[src/rtl/frac_pwm_pkg.sv]
package frac_pwm_pkg;
    localparam int CW_EN_BIT  = 31;
    localparam int CW_UPD_BIT = 30;
    localparam int CW_STEP_LO = 8;
    localparam int THR_W      = 8;

    typedef enum logic [1:0] {
        ST_OFF   = 2'd0,
        ST_RUN   = 2'd1,
        ST_STALL = 2'd2
    } pwm_state_e;
endpackage

[src/rtl/frac_pwm_regs.sv]
module frac_pwm_regs
    import frac_pwm_pkg::*;
#(
    parameter int BU_BITS = 22
) (
    input  logic               clk,
    input  logic               rst_n,
    input  logic               wr_en,
    input  logic [31:0]        wr_data,
    input  logic               en_rise,
    input  logic               upd_done,
    output logic               en_q,
    output logic               upd_q,
    output logic [BU_BITS-1:0] sh_step,
    output logic [THR_W-1:0]   sh_thr,
    output logic [31:0]        rd_data
);
    localparam int STEP_HI = CW_STEP_LO + BU_BITS - 1;

    generate
        if (STEP_HI < CW_UPD_BIT - 1) begin : g_gap
            logic unused_gap;
            assign unused_gap = ^wr_data[CW_UPD_BIT-1:STEP_HI+1];
        end
    endgenerate

    always_ff @(posedge clk or negedge rst_n) begin
        if (!rst_n) begin
            en_q    <= 1'b0;
            upd_q   <= 1'b0;
            sh_step <= '0;
            sh_thr  <= '0;
        end else begin
            if (wr_en) begin
                en_q    <= wr_data[CW_EN_BIT];
                sh_step <= wr_data[CW_STEP_LO +: BU_BITS];
                sh_thr  <= wr_data[THR_W-1:0];
            end
            if (en_rise)
                upd_q <= 1'b0;
            else if (wr_en && wr_data[CW_UPD_BIT])
                upd_q <= 1'b1;
            else if (upd_done)
                upd_q <= 1'b0;
        end
    end

    always_comb begin
        rd_data                         = '0;
        rd_data[CW_EN_BIT]              = en_q;
        rd_data[CW_UPD_BIT]             = upd_q;
        rd_data[CW_STEP_LO +: BU_BITS]  = sh_step;
        rd_data[THR_W-1:0]              = sh_thr;
    end
endmodule

[src/rtl/frac_pwm_phase.sv]
module frac_pwm_phase #(
    parameter int BU_BITS = 22
) (
    input  logic               clk,
    input  logic               rst_n,
    input  logic               clr,
    input  logic               step_en,
    input  logic [BU_BITS-1:0] step,
    output logic [BU_BITS-1:0] acc,
    output logic               wrap
);
    logic [BU_BITS:0] sum;

    always_comb begin
        sum  = {1'b0, acc} + {1'b0, step};
        wrap = step_en && sum[BU_BITS];
    end

    always_ff @(posedge clk or negedge rst_n) begin
        if (!rst_n)
            acc <= '0;
        else if (clr)
            acc <= '0;
        else if (step_en)
            acc <= sum[BU_BITS-1:0];
    end
endmodule

[src/rtl/frac_pwm_cmp.sv]
module frac_pwm_cmp
    import frac_pwm_pkg::*;
(
    input  logic             active,
    input  logic [THR_W-1:0] phase_top,
    input  logic [THR_W-1:0] thr,
    output logic             level
);
    always_comb level = active && (phase_top >= thr);
endmodule

[src/rtl/frac_pwm.sv]
module frac_pwm
    import frac_pwm_pkg::*;
#(
    parameter int BU_BITS = 22
) (
    input  logic        clk,
    input  logic        rst_n,
    input  logic        wr_en,
    input  logic [31:0] wr_data,
    output logic [31:0] rd_data,
    output logic        pwm_out
);
    pwm_state_e         state, state_nx;
    logic               en_q, upd_q;
    logic [BU_BITS-1:0] sh_step, act_step, acc;
    logic [THR_W-1:0]   sh_thr, act_thr;
    logic [BU_BITS-1:0] wr_step;
    logic               wrap, load_wr, load_sh, acc_clr, step_en;

    assign wr_step = wr_data[CW_STEP_LO +: BU_BITS];

    frac_pwm_regs #(.BU_BITS(BU_BITS)) regs_i (
        .clk(clk), .rst_n(rst_n), .wr_en(wr_en), .wr_data(wr_data),
        .en_rise(load_wr), .upd_done(load_sh),
        .en_q(en_q), .upd_q(upd_q), .sh_step(sh_step), .sh_thr(sh_thr),
        .rd_data(rd_data)
    );

    frac_pwm_phase #(.BU_BITS(BU_BITS)) phase_i (
        .clk(clk), .rst_n(rst_n), .clr(acc_clr), .step_en(step_en),
        .step(act_step), .acc(acc), .wrap(wrap)
    );

    frac_pwm_cmp cmp_i (
        .active(state != ST_OFF), .phase_top(acc[BU_BITS-1 -: THR_W]),
        .thr(act_thr), .level(pwm_out)
    );

    // State register
    always_ff @(posedge clk or negedge rst_n) begin
        if (!rst_n)
            state <= ST_OFF;
        else
            state <= state_nx;
    end

    // Next state and load controls
    always_comb begin
        state_nx = state;
        load_wr  = 1'b0;
        load_sh  = 1'b0;
        acc_clr  = 1'b0;
        step_en  = (state == ST_RUN);
        unique case (state)
            ST_OFF: begin
                if (wr_en && wr_data[CW_EN_BIT]) begin
                    load_wr  = 1'b1;
                    acc_clr  = 1'b1;
                    state_nx = (wr_step == '0) ? ST_STALL : ST_RUN;
                end
            end
            ST_RUN: begin
                if (wrap && upd_q) begin
                    load_sh  = 1'b1;
                    state_nx = (sh_step == '0) ? ST_STALL : ST_RUN;
                end
            end
            ST_STALL: begin
                if (upd_q) begin
                    load_sh  = 1'b1;
                    state_nx = (sh_step == '0) ? ST_STALL : ST_RUN;
                end
            end
            default: state_nx = ST_OFF;
        endcase
        if (wr_en && !wr_data[CW_EN_BIT]) begin
            state_nx = ST_OFF;
            load_wr  = 1'b0;
            load_sh  = 1'b0;
            acc_clr  = 1'b0;
        end
    end

    // Active settings
    always_ff @(posedge clk or negedge rst_n) begin
        if (!rst_n) begin
            act_step <= '0;
            act_thr  <= '0;
        end else if (load_wr) begin
            act_step <= wr_step;
            act_thr  <= wr_data[THR_W-1:0];
        end else if (load_sh) begin
            act_step <= sh_step;
            act_thr  <= sh_thr;
        end
    end

    assert_off_low_R1: assert property (@(posedge clk) disable iff (!rst_n)
        !rd_data[CW_EN_BIT] |-> !pwm_out);

    assert_upd_selfclear_R2: assert property (@(posedge clk) disable iff (!rst_n)
        (state == ST_RUN && wrap && rd_data[CW_UPD_BIT] && !wr_en) |=> !rd_data[CW_UPD_BIT]);

    assert_active_hold_R2: assert property (@(posedge clk) disable iff (!rst_n)
        (state == ST_RUN && !wrap && !wr_en) |=> ($stable(act_step) && $stable(act_thr)));

    assert_enable_zero_R6: assert property (@(posedge clk) disable iff (!rst_n)
        (state == ST_OFF && wr_en && wr_data[CW_EN_BIT]) |=> (acc == '0 && !rd_data[CW_UPD_BIT]));

    assert_stall_hold_R8: assert property (@(posedge clk) disable iff (!rst_n)
        (state == ST_STALL && !rd_data[CW_UPD_BIT] && !wr_en) |=> ($stable(acc) && $stable(pwm_out)));
endmodule

[config.mk]
export PLATFORM = sky130hd
export DESIGN_NAME = frac_pwm
export DESIGN_NICKNAME = d
export VERILOG_FILES = /design/src/rtl/frac_pwm_pkg.sv /design/src/rtl/frac_pwm_regs.sv /design/src/rtl/frac_pwm_phase.sv /design/src/rtl/frac_pwm_cmp.sv /design/src/rtl/frac_pwm.sv
export SDC_FILE = /design/constraint.sdc
export NUM_CORES = 1
export LEC_CHECK = 0
export ABC_AREA = 1
export BUFFER_PORTS_ARGS = -buffer_cell sky130_fd_sc_hd__buf_2
export CORE_ASPECT_RATIO = 1.5
export CORE_UTILIZATION = 53
export DETAILED_ROUTE_END_ITERATION = 10
export HOLD_SLACK_MARGIN = 0.15
export PLACE_DENSITY = 0.86
export SETUP_SLACK_MARGIN = 0.05
export SLEW_MARGIN = 10
export SYNTH_ARGS = -nofsm -noshare
export SYNTH_HDL_FRONTEND = slang
export SYNTH_SLANG_ARGS = --single-unit
[constraint.sdc]
create_clock -name clk -period 1.86 [get_ports clk]
set_input_delay 0.186 -clock clk [delete_from_list [all_inputs] [get_ports clk]]
set_output_delay 0.186 -clock clk [all_outputs]
set_load 0.03 [all_outputs]
# After elaboration in Yosys (flattened, before gate mapping)
# Index checks and enable logic that the tools add are counted.
# classes
mul,0
n_shift,0
n_eq_ne,5
reduce_logical,15
n_lt_le_gt_ge,1
bitwise,0
addsub,1
div,0
mux,23
# op_table
operator,count
22-bit 2-to-1 mux,4
22-bit logical NOT,2
22-bit by 22-bit adder with 23-bit output,1
8-bit 2-to-1 mux,2
2-bit 2-to-1 mux,6
1-bit 2-to-1 mux,9
8-bit >= comparator,1
1-bit logical AND,6
"3-bit != test, second input constant",2
2-bit one-hot mux with 3 select lines,1
2-bit nonzero test,3
"3-bit by 2-bit != test with 1-bit output, second input constant",1
3-bit AND reduction,1
3-bit nonzero test,1
"2-bit by 1-bit equality test with 1-bit output, second input constant",1
"2-bit equality test, second input constant",1
2-bit logical NOT,1
1-bit one-hot mux with 2 select lines,1
1-bit logical NOT,1
# word_totals
rom_bits,0
mem_count,0
ramBits,0
register_bits,86
latch_bits,0
word_cells,53

# Logic depth before layout (Yosys ltp)
# depth
depth_word,9
mapped_depth,16
ltp_nobuf,15

# By module
# Synthesis repeated with hierarchy kept, for this count alone.
# unflattened
cells_unflattened,905
area_unflattened_um2,6261.0
# by_module_without_submodules
mod,instances,area_each_um2,cells_each
frac_pwm_phase,1,2424.8,401
frac_pwm,1,1958.1,299
frac_pwm_regs,1,1655.3,168
frac_pwm_cmp,1,222.7,37

# Least setup slack after synthesis
# OpenSTA, ideal clock, no wires.
# synth_path
path_kind,reg2reg
from,register act_step[0]
to,register act_step[0]
stages_incl_launch_ff,15
arrival_ns,1.771
t_required_ns,1.743
slack_ns,-0.027
setup_time_ns,0.117
cell_sequence,dfrtp_1 ha_1 inv_1 fa_1 inv_1 nand2_1 nand3_2 nand2_1 nand3_2 nand2_2 nand2_2 nand2_4 buf_2 nand3_1 nand2_1
# synth_via
elab_chain_len,7
# synth_rtl
item,line,source
from (decl),frac_pwm.sv:15,"logic [BU_BITS-1:0] sh_step, act_step, acc;"
from (signal assigned),frac_pwm.sv:90,act_step <= wr_step;
from (signal assigned),frac_pwm.sv:93,act_step <= sh_step;
22-bit by 22-bit adder with 23-bit output,frac_pwm_phase.sv:15,"sum = {1'b0, acc} + {1'b0, step};"
1-bit logical AND,frac_pwm_phase.sv:16,wrap = step_en && sum[BU_BITS];
1-bit logical AND,frac_pwm.sv:63,if (wrap && upd_q) begin
1-bit 2-to-1 mux,frac_pwm.sv:63,
1-bit one-hot mux with 2 select lines,frac_pwm.sv:54,unique case (state)
1-bit 2-to-1 mux,frac_pwm.sv:76,if (wr_en && !wr_data[CW_EN_BIT]) begin
2-bit nonzero test (no line),n/a,
# Every way passes these cells.
# A chain may end at the register's enable or synchronous reset.

# Worst setup path after layout
# layout_path
from,register act_step[9]
to,register act_step[5]
# Same word-level chain as after synthesis.

==> flow_metrics.py <==
metrics = {
    "placement": {
        "dpl.hpwl_microns": 11600,
        "place_congestion": 1.03,
        "io_buffers": 67,
        "place_area_sq_um": 6830,
    },
    "drt": {
        "drc_errors": 1,
        "wl_per_cell_microns": 26.9,
        "ant_nets": 0,
        "vias_per_cell": 7.04,
        "dr.first_iter.drc_count": 1575,
        "wl_microns": 31000,
        "drt_first_pass_iters": 11,
        "vias": 8115,
    },
    "clocking": {
        "clk_latency_ps": 380,
        "cts_tree": "yes",
        "numCtsBuffers": 9,
        "clk_path_buf_depth": 2,
        "clkTransAtPathRegs_ps": 70,
        "h-tree-depth": 3,
        "cts_sinks": 86,
        "root_buffer": "clkbuf_16",
    },
    "sta": {
        "relSlewSlack_pct": 61.6,
        "slew_viol_final": 0,
        "rsz0062_at_grt": "yes",
        "finalCriticalPeriod_ps": 2420,
        "finalHoldWorstSlack_ps": 270,
        "layout_setup_ws_ps": -565,
        "fmax_ghz": 0.412,
        "worst_pin_slew_ps": 570,
        "hold_viol": 0,
        "timing.final.crit_share_pct": 130,
        "finalSetupViolCount": 55,
        "finClkSkew_ps": 13.2,
    },
    "synthesis": {
        "synth_seq_cells": 86,
        "synth_area_per_cell_sq_um": 7.16,
        "yosysMostFrequentCell": "nand2_1",
        "yosysTopAreaCell": "dfrtp_1",
        "ys_seq_area_share_pct": 38.2,
        "synth_commonest_cells": "229 x nand2_1, 110 x inv_1, 86 x dfrtp_1",
        "synthesis.area_sq_um": 5630,
        "syn_inst": 787,
        "ys.flop_type": "dfrtp_1",
        "yosysTopAreaCellShare_pct": 38.2,
        "netlist_top_cells_area": "dfrtp_1 38%, nand2_1 15%, ha_1 7.6%",
        "yosys_warnings": 0,
        "synth_fp_nets": 857,
        "synth_edf_count": 0,
        "async_flop_share_pct": 100,
        "synth.distinct_cells": 33,
    },
    "die": {
        "fp.dieH_microns": 128,
        "num_rows": 45,
        "ios": 68,
        "die_area_sq_um": 11100,
        "start_util_pct": 55.0,
        "coreArea_sq_um": 10200,
        "die_x_microns": 86.2,
    },
    "outcome": {
        "violations": "DRC, setup timing",
        "status": "complete, but fails checks",
    },
    "hold_path": {
        "hold_class": "in -> reg",
    },
    "finish": {
        "postLayoutCellArea_sq_um": 8710,
        "fin_util_pct": 85.0,
        "synthToLayoutAreaGrowth_pct": 54.7,
        "nNetsFinal": 1076,
        "fillers": 394,
        "diodes": 0,
        "drive_gt1_share_pct": 41.7,
    },
    "worst_setup_path": {
        "worst_ep_arrival_time_ps": 2670,
        "critPathKind": "reg -> reg",
        "crit_required_ps": 2110,
        "cp_max_fo": 8,
        "cp-end-kind": "register",
        "timing.critical_path.from_type": "register",
    },
    "global_route": {
        "grt_pass1_wl_microns": 34900,
        "grt_max_degree": 56,
        "grtUsageTotal_pct": 41.7,
        "overflow": 0,
        "grt_pass1_vias": 7106,
        "grt_antenna_before_repair": 0,
    },
    "pwr": {
        "report.power.total_mw": 16.7,
        "ir_worst_vdd_uv": 1320,
        "powerDensity_nw_per_um2": 1920,
        "cellLeakagePower_nw": 4.52,
    },
    "job": {
        "maxCapViolations": 0,
    },
}
## sequential cells by signal, summed over array words and instances, names as in the netlist
register        cells
act_step           22
act_thr             8
phase_i.acc        22
regs_i.en_q         1
regs_i.sh_step     22
regs_i.sh_thr       8
regs_i.upd_q        1
state               2
## stage by stage
step	std cells	setup slack, ps	TNS, ps
3_3_place_gp	1062	-112	-3450
3_5_place_dp	1062	-187	-5490
2_1_floorplan	787	50.0	0
5_1_grt	1152	-577	-23000
6_report	1152	-565	-21440
4_1_cts	1126	-182	-5110
## layout by cell type (no fill, tap or decap), types with 4 or more instances in the layout
cell | netlist | final
ha_4 | 0 | 23
o21ai_2 | 0 | 5
nand2_4 | 1 | 15
nand2_1 | 229 | 181
nand2_2 | 35 | 69
a21oi_1 | 34 | 13
nor2_2 | 2 | 9
buf_6 | 0 | 22
o21bai_1 | 6 | 4
nand3_4 | 0 | 4
nand2_8 | 1 | 4
nor2_4 | 1 | 7
nand4_1 | 18 | 18
buf_2 | 3 | 65
dfrtp_1 | 86 | 81
o21ai_1 | 0 | 13
dfrtp_2 | 0 | 5
nand3_1 | 54 | 26
ha_1 | 34 | 10
nand3_2 | 2 | 26
a21oi_2 | 0 | 20
inv_2 | 0 | 7
o21ai_0 | 85 | 67
clkbuf_16 | 0 | 11
buf_4 | 3 | 109
inv_1 | 110 | 101
dlygate4sd3_1 | 0 | 32
nor2_1 | 45 | 32
## cells by family (layout without fill, tap and decap cells)
logic type	Yosys count	in the layout	synth area share, %
and+or+nand+nor	393	396	30.8
buffers and inverters	138	359	10.3
AOI/OAI and AO/OA	134	134	12.6
DFF	86	86	38.2
adders and majority gates	35	35	7.91
xor gates and xnor gates	1	1	0.156
## final timing paths
check | from | endpoint | slack [ps] | depth (start not counted)
max reg2reg | act_step[9] | act_step[5] | -560 | 15
min | wr_data[31] | regs_i.en_q | 270 | 3
max in group asynchronous | rst_n | act_step[16] | 870 | 3
min in group asynchronous | rst_n | phase_i.acc[12] | 340 | 2
min reg2reg | regs_i.sh_thr[7] | regs_i.sh_thr[7] | 550 | 2
max | act_step[9] | act_step[5] | -560 | 15
## per-layer routing
metal,vias to the layer above,wire length (microns),track usage [%],share of wire (%)
met2,1105,13000,68.9,42
met4,0,4040,32.1,13
met3,478,4620,9.47,15
met1,3570,9290,46.2,30
met5,-,0,0,0
li1,2962,-,-,-
## final cells by class
type,count,area [sq um],area share [%]
multi-input combinational,566,3830,44.0
sequential,86,2160,24.8
timing repair buffer,233,1820,20.9
inverter,110,419,4.81
clock buffer,10,239,2.74
tap,141,176,2.02
clock inverter,6,67.6,0.776
## worst max-delay path: stages, from the launching register on
cell and delay [ps]:
dfrtp_1 450, ha_4 340, nand2_2 90, inv_1 120, nand2_2 100, nand2_2 100
nand2_2 70, nand2_1 100, nand2_1 80, nand3_2 100, nand2_2 90, nand2_4 100
nand2_8 140, clkbuf_16 230, nand3_1 100, nand2_1 100
## power breakdown
part | internal [mW] | total [mW] | leakage, nW | switching (mW)
clock | 1.09 | 2.01 | 0.145 | 0.924
combinational | 4.82 | 11.4 | 3.31 | 6.57
sequential | 2.50 | 3.34 | 1.07 | 0.836
total | 8.41 | 16.7 | 4.52 | 8.33
## timing repair
action / in CTS / in global routing
gates resized for setup: 75 / 148
buffers inserted: 15 / 22
pin swaps: 29 / 66
gates cloned: 1 / 4
endpoints found under the hold margin: 61 / 0
hold buffers: 32 / 0
endpoints found under the setup margin: 51 / 55
No activity file was read; power rests on OpenSTA's default activity.
